## config.mk

```make
export PLATFORM = sky130hd
export DESIGN_NAME = dvfs_seq
export DESIGN_NICKNAME = d
export VERILOG_FILES = /design/src/rtl/dvfs_pkg.sv /design/src/rtl/dvfs_req_hold.sv /design/src/rtl/dvfs_vid_ramp.sv /design/src/rtl/dvfs_lock_wait.sv /design/src/rtl/dvfs_seq.sv
export SDC_FILE = /design/constraint.sdc
export NUM_CORES = 1
export LEC_CHECK = 0
export ABC_AREA = 1
export BUFFER_PORTS_ARGS = -buffer_cell sky130_fd_sc_hd__buf_2
export CORE_MARGIN = 4
export CORE_UTILIZATION = 53
export CTS_CLUSTER_DIAMETER = 120
export DETAILED_ROUTE_END_ITERATION = 7
export GPL_TIMING_DRIVEN = 0
export PLACE_DENSITY = 0.8
export SETUP_SLACK_MARGIN = 0.5
export SYNTH_ARGS = -nofsm -noshare
export SYNTH_HDL_FRONTEND = slang
export SYNTH_SLANG_ARGS = --single-unit
```

## constraint.sdc

```tcl
create_clock -name clk -period 3.32 [get_ports clk]
set_input_delay 0.332 -clock clk [delete_from_list [all_inputs] [get_ports clk]]
set_output_delay 0.332 -clock clk [all_outputs]
set_load 0.02 [all_outputs]
```

## src/rtl/dvfs_pkg.sv

```systemverilog
package dvfs_pkg;
  typedef enum logic [1:0] {
    SQ_IDLE   = 2'd0,
    SQ_RELOCK = 2'd1,
    SQ_RAMP   = 2'd2
  } seq_st_t;
endpackage

```

## src/rtl/dvfs_req_hold.sv

```systemverilog
module dvfs_req_hold #(
  parameter int IDXW = 2
) (
  input  logic            clk,
  input  logic            rst_n,
  input  logic            req_valid,
  input  logic [IDXW-1:0] req_idx,
  input  logic            therm_trip,
  input  logic            take,
  output logic            pend_valid,
  output logic [IDXW-1:0] pend_idx
);
  logic            pend_therm;
  logic            v_n, t_n;
  logic [IDXW-1:0] i_n;

  always_comb begin
    v_n = pend_valid;
    i_n = pend_idx;
    t_n = pend_therm;
    if (take) begin
      v_n = 1'b0;
      t_n = 1'b0;
    end
    if (therm_trip) begin
      v_n = 1'b1;
      i_n = '0;
      t_n = 1'b1;
    end else if (req_valid && !t_n) begin
      v_n = 1'b1;
      i_n = req_idx;
    end
  end

  always_ff @(posedge clk or negedge rst_n) begin
    if (!rst_n) begin
      pend_valid <= 1'b0;
      pend_idx   <= '0;
      pend_therm <= 1'b0;
    end else begin
      pend_valid <= v_n;
      pend_idx   <= i_n;
      pend_therm <= t_n;
    end
  end

  AST_THERM_CAPTURE: assert property (@(posedge clk) disable iff (!rst_n)
    therm_trip |=> (pend_valid && pend_idx == '0));
endmodule

```

## src/rtl/dvfs_vid_ramp.sv

```systemverilog
module dvfs_vid_ramp #(
  parameter int              VIDW    = 6,
  parameter int              DIVW    = 8,
  parameter logic [VIDW-1:0] VID_RST = '0
) (
  input  logic            clk,
  input  logic            rst_n,
  input  logic            en,
  input  logic [VIDW-1:0] tgt_vid,
  input  logic [DIVW-1:0] div,
  output logic [VIDW-1:0] vid,
  output logic            at_tgt
);
  logic [DIVW-1:0] div_eff, cnt, cnt_n;
  logic [VIDW-1:0] vid_n;
  logic            step;

  assign div_eff = (div == '0) ? DIVW'(1) : div;
  assign at_tgt  = (vid == tgt_vid);
  assign step    = en && !at_tgt && (cnt >= div_eff - DIVW'(1));

  always_comb begin
    cnt_n = (en && !at_tgt && !step) ? cnt + DIVW'(1) : '0;
    vid_n = vid;
    if (step) vid_n = (tgt_vid > vid) ? vid + VIDW'(1) : vid - VIDW'(1);
  end

  always_ff @(posedge clk or negedge rst_n) begin
    if (!rst_n) begin
      cnt <= '0;
      vid <= VID_RST;
    end else begin
      cnt <= cnt_n;
      vid <= vid_n;
    end
  end

  // cycles since the last voltage step, saturating; observation only
  logic [DIVW-1:0] gap;
  always_ff @(posedge clk or negedge rst_n) begin
    if (!rst_n)              gap <= '1;
    else if (vid_n != vid)   gap <= '0;
    else if (gap != '1)      gap <= gap + DIVW'(1);
  end

  AST_VID_UNIT_STEP: assert property (@(posedge clk) disable iff (!rst_n)
    !$stable(vid) |-> (vid == $past(vid) + VIDW'(1) || vid == $past(vid) - VIDW'(1)));
  AST_SLEW_GAP: assert property (@(posedge clk) disable iff (!rst_n)
    !$stable(vid) |-> ($past(gap) >= div_eff - DIVW'(1)));
endmodule

```

## src/rtl/dvfs_lock_wait.sv

```systemverilog
module dvfs_lock_wait #(
  parameter int TOW = 8
) (
  input  logic           clk,
  input  logic           rst_n,
  input  logic           active,
  input  logic           pll_locked,
  input  logic [TOW-1:0] tmo,
  output logic           done,
  output logic           timed_out
);
  logic [TOW-1:0] cnt, cnt_n;
  logic           locked_ok, expired;

  assign locked_ok = active && pll_locked && (cnt != '0);
  assign expired   = active && (cnt >= tmo);
  assign done      = locked_ok || expired;
  assign timed_out = expired && !locked_ok;

  always_comb begin
    cnt_n = '0;
    if (active) cnt_n = (cnt == '1) ? cnt : cnt + TOW'(1);
  end

  always_ff @(posedge clk or negedge rst_n) begin
    if (!rst_n) cnt <= '0;
    else        cnt <= cnt_n;
  end

  AST_LOCK_BOUND: assert property (@(posedge clk) disable iff (!rst_n)
    active |-> (cnt <= tmo));
endmodule

```

## src/rtl/dvfs_seq.sv

```systemverilog
module dvfs_seq
  import dvfs_pkg::*;
#(
  parameter int              NPTS    = 4,
  parameter int              FSELW   = 4,
  parameter int              VIDW    = 6,
  parameter int              DIVW    = 8,
  parameter int              TOW     = 8,
  parameter logic [VIDW-1:0] VID_RST = 6'd10,
  localparam int             IDXW    = (NPTS > 1) ? $clog2(NPTS) : 1
) (
  input  logic                  clk,
  input  logic                  rst_n,
  input  logic [NPTS*FSELW-1:0] op_freq_tbl,
  input  logic [NPTS*VIDW-1:0]  op_vid_tbl,
  input  logic [DIVW-1:0]       slew_div,
  input  logic [TOW-1:0]        lock_tmo,
  input  logic                  req_valid,
  input  logic [IDXW-1:0]       req_idx,
  input  logic                  therm_trip,
  input  logic                  pll_locked,
  output logic                  halt,
  output logic [FSELW-1:0]      pll_fsel,
  output logic [VIDW-1:0]       vid,
  output logic [IDXW-1:0]       cur_idx,
  output logic                  busy,
  output logic                  lock_err
);
  seq_st_t         st, st_n;
  logic            dir_up, dir_n;
  logic [IDXW-1:0] tgt_idx, tgt_n, cur_n, fsel_idx, fsel_n;
  logic            err_n;
  logic            pend_valid, take;
  logic [IDXW-1:0] pend_idx;
  logic            lk_done, lk_tmo;
  logic            at_tgt;
  logic [VIDW-1:0] tgt_vid;

  assign tgt_vid  = op_vid_tbl[tgt_idx*VIDW +: VIDW];
  assign pll_fsel = op_freq_tbl[fsel_idx*FSELW +: FSELW];
  assign halt     = (st == SQ_RELOCK);
  assign busy     = (st != SQ_IDLE);
  assign take     = (st == SQ_IDLE) && pend_valid;

  dvfs_req_hold #(.IDXW(IDXW)) u_hold (
    .clk(clk), .rst_n(rst_n), .req_valid(req_valid), .req_idx(req_idx),
    .therm_trip(therm_trip), .take(take),
    .pend_valid(pend_valid), .pend_idx(pend_idx)
  );

  dvfs_vid_ramp #(.VIDW(VIDW), .DIVW(DIVW), .VID_RST(VID_RST)) u_ramp (
    .clk(clk), .rst_n(rst_n), .en(st == SQ_RAMP), .tgt_vid(tgt_vid),
    .div(slew_div), .vid(vid), .at_tgt(at_tgt)
  );

  dvfs_lock_wait #(.TOW(TOW)) u_lock (
    .clk(clk), .rst_n(rst_n), .active(st == SQ_RELOCK), .pll_locked(pll_locked),
    .tmo(lock_tmo), .done(lk_done), .timed_out(lk_tmo)
  );

  always_comb begin
    st_n   = st;
    dir_n  = dir_up;
    tgt_n  = tgt_idx;
    cur_n  = cur_idx;
    fsel_n = fsel_idx;
    err_n  = lock_err;
    unique case (st)
      SQ_IDLE: begin
        if (pend_valid && pend_idx != cur_idx) begin
          tgt_n = pend_idx;
          if (pend_idx < cur_idx) begin
            dir_n  = 1'b0;
            fsel_n = pend_idx;
            st_n   = SQ_RELOCK;
          end else begin
            dir_n = 1'b1;
            st_n  = SQ_RAMP;
          end
        end
      end
      SQ_RELOCK: begin
        if (lk_done) begin
          if (lk_tmo) err_n = 1'b1;
          if (dir_up) begin
            st_n  = SQ_IDLE;
            cur_n = tgt_idx;
          end else begin
            st_n = SQ_RAMP;
          end
        end
      end
      SQ_RAMP: begin
        if (at_tgt) begin
          if (dir_up) begin
            fsel_n = tgt_idx;
            st_n   = SQ_RELOCK;
          end else begin
            st_n  = SQ_IDLE;
            cur_n = tgt_idx;
          end
        end
      end
      default: st_n = SQ_IDLE;
    endcase
  end

  always_ff @(posedge clk or negedge rst_n) begin
    if (!rst_n) begin
      st       <= SQ_IDLE;
      dir_up   <= 1'b0;
      tgt_idx  <= '0;
      cur_idx  <= '0;
      fsel_idx <= '0;
      lock_err <= 1'b0;
    end else begin
      st       <= st_n;
      dir_up   <= dir_n;
      tgt_idx  <= tgt_n;
      cur_idx  <= cur_n;
      fsel_idx <= fsel_n;
      lock_err <= err_n;
    end
  end

  AST_HALT_VID_HOLD: assert property (@(posedge clk) disable iff (!rst_n)
    (halt && $past(halt)) |-> $stable(vid));
  AST_FSEL_UNDER_HALT: assert property (@(posedge clk) disable iff (!rst_n)
    !$stable(fsel_idx) |-> halt);
  AST_UP_VOLT_FIRST: assert property (@(posedge clk) disable iff (!rst_n)
    (halt && dir_up) |-> (vid == tgt_vid));
  AST_DOWN_FREQ_FIRST: assert property (@(posedge clk) disable iff (!rst_n)
    (st == SQ_RAMP && !dir_up) |-> (fsel_idx == tgt_idx));
  AST_ERR_STICKY: assert property (@(posedge clk) disable iff (!rst_n)
    lock_err |=> lock_err);
endmodule

```

[Word level (Yosys, flattened, before mapping)]
Index checks and enable logic that the tools add are counted.
Word-level totals
  input bits: 63
  bits in writable memories: 0
  memories: 0
  register bits: 36
  bits in read-only memories: 0
  logic and storage cells: 94
  latch bits: 0
Operators by class
  $add $sub $neg: 5
  div/mod/pow operators: 0
  order comparisons: 4
  multiply operators: 1
  eq/ne operators: 13
  reductions and logical operators: 28
  bitwise gates (word level): 0
  shift-type cells: 2
  mux-type cells: 29
Operators with widths (number)
  $mux 8: 4
  $mux 2: 14
  $shiftx 24x6->6: 1
  $add 8x1->8 const B: 2
  $ge 8x8->1: 2
  $shiftx 16x5->4: 1
  $ne 2x2->1 const B: 6
  $logic_and 1x1->1: 10
  $reduce_and 5->1: 2
  $eq 8x8->1 const B: 1
  $logic_not 8->1: 1
  $pmux 2 s2: 2
  $reduce_bool 2->1: 4
  $reduce_bool 8->1: 1
  $sub 8x1->8 const B: 1
  $mux 1: 7
  $add 6x1->6 const B: 1
  $eq 6x6->1: 1
  $gt 6x6->1: 1
  $mux 6: 1
  $pmux 2 s3: 1
  $reduce_and 3->1: 2
  $sub 6x1->6 const B: 1
  $logic_not 1->1: 4
  10 further kinds: 11

[Longest topological paths before layout]
Gate-level depths: netlist of run 1.
  depth after elaboration: 9
  mapped depth: 22
  mapped depth without buffers: 22

[Hierarchy]
Synthesis of run 1 repeated with hierarchy kept, for this count alone.
Unflattened totals
  cell total of the unflattened synthesis: 421
  area, all modules: 3046.7 um2
By module, submodules not included
  dvfs_vid_ramp: times used 1, area each 1288.7 um2, cells an instance 170, sequential area each 352.8 um2
  dvfs_seq: times used 1, area each 873.3 um2, cells an instance 136, sequential area each 250.2 um2
  dvfs_lock_wait: times used 1, area each 720.7 um2, cells an instance 98, sequential area each 200.2 um2
  dvfs_req_hold: times used 1, area each 163.9 um2, cells an instance 17, sequential area each 100.1 um2

[Worst setup path before layout of run 1]
OpenSTA, ideal clock, no wires.
  path type: reg2reg
  from: register tgt_idx[0]
  to: register u_ramp.vid[5]
  data arrival time: 2.588 ns
  cell stages (with the launch flop): 21
  path slack: 0.611 ns
  data required time: 3.200 ns
  path buffers: 1
  period minus slack after synthesis: 2.709 ns
  cells stage by stage: dfrtp_1 inv_1 clkbuf_1 nor2_1 o22ai_1 ha_1 nand2_1 nor2_2 nand3_2 nand2_1 ha_1 nand2_1 nand2_1 nand2_1 nand2_1 nor2_1 inv_1 nand2_1 nand2_1 o21ai_1 nand2_1
On the way
  cells in the longest elaborated chain, start to end: 6
  elaborated cells between the ends (all ways): 8
RTL lines
  from (decl): line dvfs_seq.sv:31  | logic [IDXW-1:0] tgt_idx, tgt_n, cur_n, fsel_idx, fsel_n;
  from (signal assigned): line dvfs_seq.sv:119  | tgt_idx <= tgt_n;
  $mul 2x2->4 (*): line dvfs_seq.sv:39  | assign tgt_vid = op_vid_tbl[tgt_idx*VIDW +: VIDW];
  $shiftx 24x6->6 (*): line dvfs_seq.sv:39
  parallel branches: the longest is 4 deep, another holds $gt 6x6->1
  to (signal assigned): line dvfs_vid_ramp.sv:34  | vid <= vid_n;
  to (decl): line dvfs_vid_ramp.sv:11  | output logic [VIDW-1:0] vid,
Every way passes the cells marked *.
A chain may end at the register's enable or synchronous reset.

[Worst setup path in the final report of run 1]
Same ends and word-level chain as after synthesis.

==> impl_metrics.ini, run 1 <==
[outcome]
status = completed

[cts]
cts_hold_buf = 0
clockBufferDepth = 2
cts_tree = yes
cts.sinks = 36
clk_latency_ns = 0.29
cts_htree_levels = 2
ctsRootBufferMaster = clkbuf_8
cts.reportedPaths.clkPinSlew_ns = 0.07
numCtsBuffers = 5

[yosys]
synth_seq_area_share_pct = 31.1
synthTopCellsByArea = dfrtp_1, ha_1, nand2_1, inv_1, nor2_1
ys_seq_elements = 36
synth_top_area_share_pct = 29.3
syn-cell-area_um2 = 2900
synth_edf_count = 0
async_flop_share_pct = 100
synth_top_cell_by_area = dfrtp_1
syn-num-nets = 485
syn_avg_cell_area_um2 = 7.46
ys_warn_count = 0
syn-instance-count = 389
synth_ff_type = dfrtp_1
yosysUniqueCellTypes = 40

[placed_design]
io_buffers = 77
globalplace.congestion = 0.796
dpl.hpwl_um = 5170
preCtsSetupSlack_ns = 0.0976
placed_area_um2 = 3370

[die]
die-area_um2 = 6720
fp-row-count = 26
core-area_um2 = 5200
die_w_um = 82.0
dieHeight_um = 82.0
io_pins = 78
start_util_pct = 55.7

[route]
drtIter0Drc = 116
wl_per_cell_um = 12.5
drt_drc_violations_left = 0
drt_wl_total_um = 6920
wl_met3_um = 394
first_pass_iters = 5
avgViaCountPerCell = 5.17
highest_layer = met4
num_vias = 2871
ant_nets = 0
wl_met1_um = 2980
dr_wl_met2_um = 3400

[cells_and_area]
nNetsFinal = 580
final_cell_area_um2 = 3710
area_delta_synth_final_pct = 28.0
drive_above_1_share_pct = 30.5
diodes = 0
fill_cells = 429

[pwr]
finalPower_uw = 2940
p_int_uw = 1540
clkPwrFrac_pct = 11.1
seq_power_share_pct = 22.6
swShare_pct = 47.8
p_per_area_nw_per_um2 = 792
leakage_uw = 0.00194
max-vdd-ir-drop_mv = 0.754
comb_power_share_pct = 66.3
p_sw_uw = 1410

[sta]
setup_violations = 0
slew_viol_final = 0
max_slew_margin_pct = 47.1
worst_pin_slew_ns = 0.794
max_freq_ghz = 0.343
hold_violations = 0
fin_setup_tns_ns = 0
fin_crit_sh_pct = 87.8
timing.final.crit_period_ns = 2.92
setup_ws_ns = 0.404
rsz0062_at_grt = yes
finClkSkew_ns = 0.00410

[global_route]
antenna_found_initial = 0
grt_max_degree = 37
grt.overflow.total = 0
grt_pass1_vias = 2679
grt_pass1_wl_um = 10800
grtUsageTotal_pct = 20.3

[setup_path]
crit_arrival_ns = 3.09
cp_max_fo = 10
worst-setup-path-type = reg -> reg
end_kind = flip-flop
crit_required_ns = 3.50
startpoint_type = flip-flop

[run]
maxCapViolations = 0

[hold_path]
hold_class = in -> async
==> state kept, by name (all words and copies together) (netlist names), 2 cells and up <==
| name | flops |
|---|---|
| u_lock.cnt | 8 |
| u_ramp.cnt | 8 |
| fsel_idx | 2 |
| cur_idx | 2 |
| u_ramp.vid | 6 |
| st | 2 |
| tgt_idx | 2 |
| u_hold.pend_idx | 2 |
==> routing by layer <==
| layer | global-route usage [%] | vias to the layer above |
|---|---|---|
| met5 | 0 | - |
| met4 | 8.14 | 0 |
| met3 | 3.18 | 14 |
| met2 | 36.3 | 91 |
| met1 | 24.0 | 1298 |
| li1 | - | 1468 |
==> final timing paths <==
kind                                      end  cells past startpoint  slack (ns)  startpoint
min reg2reg                          lock_err                      1        0.46    lock_err
max                             u_ramp.vid[5]                     19        0.40  tgt_idx[0]
min                             u_lock.cnt[2]                      1        0.13       rst_n
min in group clk           u_hold.pend_idx[1]                      3        0.29  req_idx[1]
max reg2reg                     u_ramp.vid[5]                     19        0.40  tgt_idx[0]
max in group asynchronous          cur_idx[1]                      1        2.69       rst_n
==> Yosys cell counts (2+ instances only) <==
library cell / n
inv_2: 6
nor3b_2: 3
o31ai_1: 2
nand2_1: 84
a21o_1: 2
a21oi_2: 2
nand3_1: 18
inv_1: 56
nor2_2: 3
xor2_1: 7
dfstp_2: 2
nor3_1: 7
a21oi_1: 16
nand2_2: 2
dfrtp_1: 34
nor2_1: 38
o21ai_0: 25
ha_1: 32
nand4_1: 5
clkbuf_1: 3
nand3_2: 2
o21ai_1: 10
o22ai_1: 10
xnor2_1: 4
==> power groups by stage <==
stage	combinational [uW]	sequential (uW)	clock (uW)
after detailed placement	1520	662	0
after CTS	1710	660	330
after global routing	2180	681	348
final	1950	665	327
after global placement	1460	657	0
after floorplan	1130	683	0
==> critical path, cell delays in order, from the launching register on <==
cell	delay, ns
dfrtp_1	0.43
inv_2	0.08
buf_8	0.14
o21ai_2	0.13
o22ai_2	0.10
ha_1	0.35
a21oi_1	0.32
nand3_4	0.15
nand2_8	0.12
ha_4	0.22
nand2_2	0.09
inv_1	0.04
nand2_1	0.05
nand2_1	0.06
nor2_2	0.14
inv_1	0.05
nand2_1	0.07
nand2_1	0.07
o21ai_1	0.12
nand2_1	0.06
==> cell usage in the layout, fill, tap and decap left out, types with 3 or more instances in the layout <==
cell      count
a21oi_1      16
buf_2        77
buf_4        11
clkbuf_1      3
clkbuf_8      6
dfrtp_1      34
ha_1         28
ha_4          4
inv_1        54
inv_2         7
nand2_1      79
nand2_2       6
nand3_1      17
nand4_1       5
nor2_1       36
nor2_2        4
nor3_1        6
nor3b_2       3
o21ai_0      18
o21ai_1      13
o21ai_2       4
o22ai_1       7
o22ai_2       3
xnor2_1       4
xor2_1        7
==> cells by family (layout without fill, tap and decap cells) <==
kind of cell	count (synthesis)	in the layout	share of synthesized area (%)
DFF	36	36	31.1
adders and majority gates	33	33	14.5
buffers and inverters	68	164	9.27
and+or+nand+nor	168	168	27.3
xor gates and xnor gates	11	11	3.32
AOI/OAI and AO/OA	73	73	14.4
==> timing repair <==
item                                    4_1_cts  5_1_grt
setup buffers                                 3        8
resized for setup                            20       23
endpoints found under the setup margin        3        3
pin swaps                                     4       10
==> layout make-up <==
type                            instances  area [um2]  share of cell area, %
Tap cell                               70        87.6                   2.36
Buffer                                  4        41.3                   1.11
Timing Repair Buffer                   88         468                   12.6
Sequential cell                        36         903                   24.3
Inverter                               64         249                   6.70
Clock buffer                            8        90.1                   2.43
Multi-Input combinational cell        285        1870                   50.5
==> per-stage QoR <==
stage               cells  utilization (%)  hold slack (ns)
CTS                   547             68.6            0.153
global placement      536             64.8            0.438
detailed placement    536             64.8            0.450
global route          555             71.3            0.199
finish                555             71.3            0.126
floorplan             389                -           0.0364
Power figures use the tool's default switching activity.
==> run 2: changes to the inputs <==
ABC_AREA = 0   (was 1)
PLACE_DENSITY = 0.81   (was 0.8)
==> impl_metrics.ini, run 2 <==
[yosys]
syn-num-nets = 377
synth_top_cell_by_area = dfrtp_1
synth_top_area_share_pct = 31.3
synthTopCellsByArea = dfrtp_1, ha_1, mux4_2, inv_1, xor2_1
syn-cell-area_um2 = 2720
synth_top_cells_by_count = dfrtp_1, ha_1, inv_1, nand2_1, nor2_1
yosysUniqueCellTypes = 44
synth_edf_count = 0
synth_ff_type = dfrtp_1
syn-instance-count = 281
synthMostInstantiatedCell = dfrtp_1
synth_seq_area_share_pct = 33.2
ys_seq_elements = 36
syn_avg_cell_area_um2 = 9.68
async_flop_share_pct = 100
ys_warn_count = 0

[setup_path]
crit_arrival_ns = 3.50
end_kind = flip-flop
startpoint_type = flip-flop
cp-startpoint = tgt_idx[0]
critPathBufInv = 3
critPathSlowestCell = mux4_2
worst-setup-path-type = reg -> reg
crit_family = compound AO/OA/AOI/OAI gates
crit_required_ns = 3.53
r2r_start = tgt_idx[0]
max_stage_delay_ns = 0.50
cp_max_fo = 5
worstPathCellList = buf_8, buf_4, mux4_2, inv_1, ha_1, nand4_1, o21a_1, nand2_4, ha_4, a211oi_2, o21bai_1, a21o_1, and3_1, o21ai_2, xnor2_1

[route]
drt_wl_total_um = 7410
ant_nets = 0
drt_drc_violations_left = 0
avgViaCountPerCell = 5.51
num_vias = 2505
wl_per_cell_um = 16.3
first_pass_iters = 4
drtIter0Drc = 126

[cts]
cts_tree = yes
cts_htree_levels = 2
clk_latency_ns = 0.29
cts.reportedPaths.clkPinSlew_ns = 0.07
ctsRootBufferMaster = clkbuf_8
cts.sinks = 36
numCtsBuffers = 5
clockBufferDepth = 2

[die]
io_pins = 78
die_w_um = 79.7
dieHeight_um = 79.7
start_util_pct = 56.1
core-area_um2 = 4850
die-area_um2 = 6340
fp-row-count = 25

[hold_path]
hold_class = in -> async

[sta]
slew_viol_final = 0
finClkSkew_ns = 0.00632
max_freq_ghz = 0.304
worst_pin_slew_ns = 0.824
rsz0062_at_grt = yes
fin_setup_tns_ns = 0
setup_ws_ns = 0.0300
hold_violations = 0
timing.final.crit_period_ns = 3.29
fin_crit_sh_pct = 99.1
max_slew_margin_pct = 45.1
setup_violations = 0

[placed_design]
placed_area_um2 = 3220
preCtsSetupSlack_ns = -0.254
io_buffers = 77
place_inst = 425
dpl.hpwl_um = 4870
globalplace.congestion = 0.807

[outcome]
status = completed

[cells_and_area]
reg_top3 = u_lock.cnt: 8 flops, u_ramp.cnt: 8 flops, u_ramp.vid: 6 flops
final_common_cell = buf_2
area_delta_synth_final_pct = 39.7
final-instance-count-excl-fill = 455
layout_common_cells = buf_2, dfrtp_1, inv_1
nNetsFinal = 483
diodes = 0
final_cell_area_um2 = 3800
drive_above_1_share_pct = 43.0

[pwr]
leakage_uw = 0.00182
p_per_area_nw_per_um2 = 768
max-vdd-ir-drop_mv = 0.554

[global_route]
grt_max_degree = 37
grt.overflow.total = 0
antenna_found_initial = 0
grt_pass1_vias = 2564
grtUsageTotal_pct = 22.2
grt_pass1_wl_um = 11100

[run]
maxCapViolations = 0
## run 2: changes by cell type in the layout (fill, tap and decap cells not counted), sizes merged, moves of 10 or more
| cell | change |
|---|---|
| o21ai | -20 |
| mux4 | +10 |
| nor2 | -22 |
| inv | -35 |
| buf | +10 |
| o22ai | -10 |
| nand2 | -63 |
## run 2: timing repair
item                                    CTS  global route
pin swaps                                30            20
gates resized for setup                  29            41
setup buffers                            16             6
cloned                                    0             0
hold buffers                              0             0
endpoints found under the setup margin   14            19
## run 2: logic make-up after synthesis
logic type / Yosys count / share of synthesized area (%)
adders and majority gates: 33 / 15.4
buffers and inverters: 33 / 4.60
and+or+nand+nor: 88 / 16.6
xor gates and xnor gates: 18 / 5.79
DFF: 36 / 33.2
AOI/OAI and AO/OA: 53 / 12.3
muxes: 20 / 12.1
## run 2: layer usage
metal | part of all wire [%] | GRT usage (%)
met1 | 39 | 25.3
met2 | 55 | 41.5
met3 | 3.4 | 3.39
met4 | 2.6 | 7.90
met5 | 0 | 0
## run 2: power breakdown
part	switching (uW)	leakage (uW)	internal, uW
Clock	158	0.0000455	169
Sequential	139	0.000468	551
Combinational	976	0.00131	927
Total	1270	0.00182	1650
## run 2: final cells by class
| class | instances | area, um2 |
|---|---|---|
| clock buffer | 8 | 90.1 |
| multi-input combinational | 212 | 1980 |
| inverter | 28 | 108 |
| buffer | 5 | 47.5 |
| timing repair buffer | 99 | 589 |
| tap | 67 | 83.8 |
| fill | 312 | 1050 |
| sequential | 36 | 903 |
## run 2: worst paths after layout
path	to	slack (ns)	cells after the start
worst max-delay path	u_ramp.vid[5]	0.03	15
worst min-delay path	u_ramp.cnt[1]	0.14	1
worst max register to register	u_ramp.vid[5]	0.03	15
worst min register to register	lock_err	0.46	1
max in group asynchronous	cur_idx[1]	2.66	1
min in group clk	u_hold.pend_idx[0]	0.24	2
## run 2: metrics by stage
step | utilization, % | total power (uW) | hold slack, ns
6_report | 78.4 | 2920 | 0.135
5_1_grt | 78.4 | 3120 | 0.196
4_1_cts | 74.0 | 2630 | 0.160
3_3_place_gp | 66.5 | 1910 | 0.441
2_1_floorplan | - | 1640 | 0.0364
3_5_place_dp | 66.5 | 1970 | 0.443
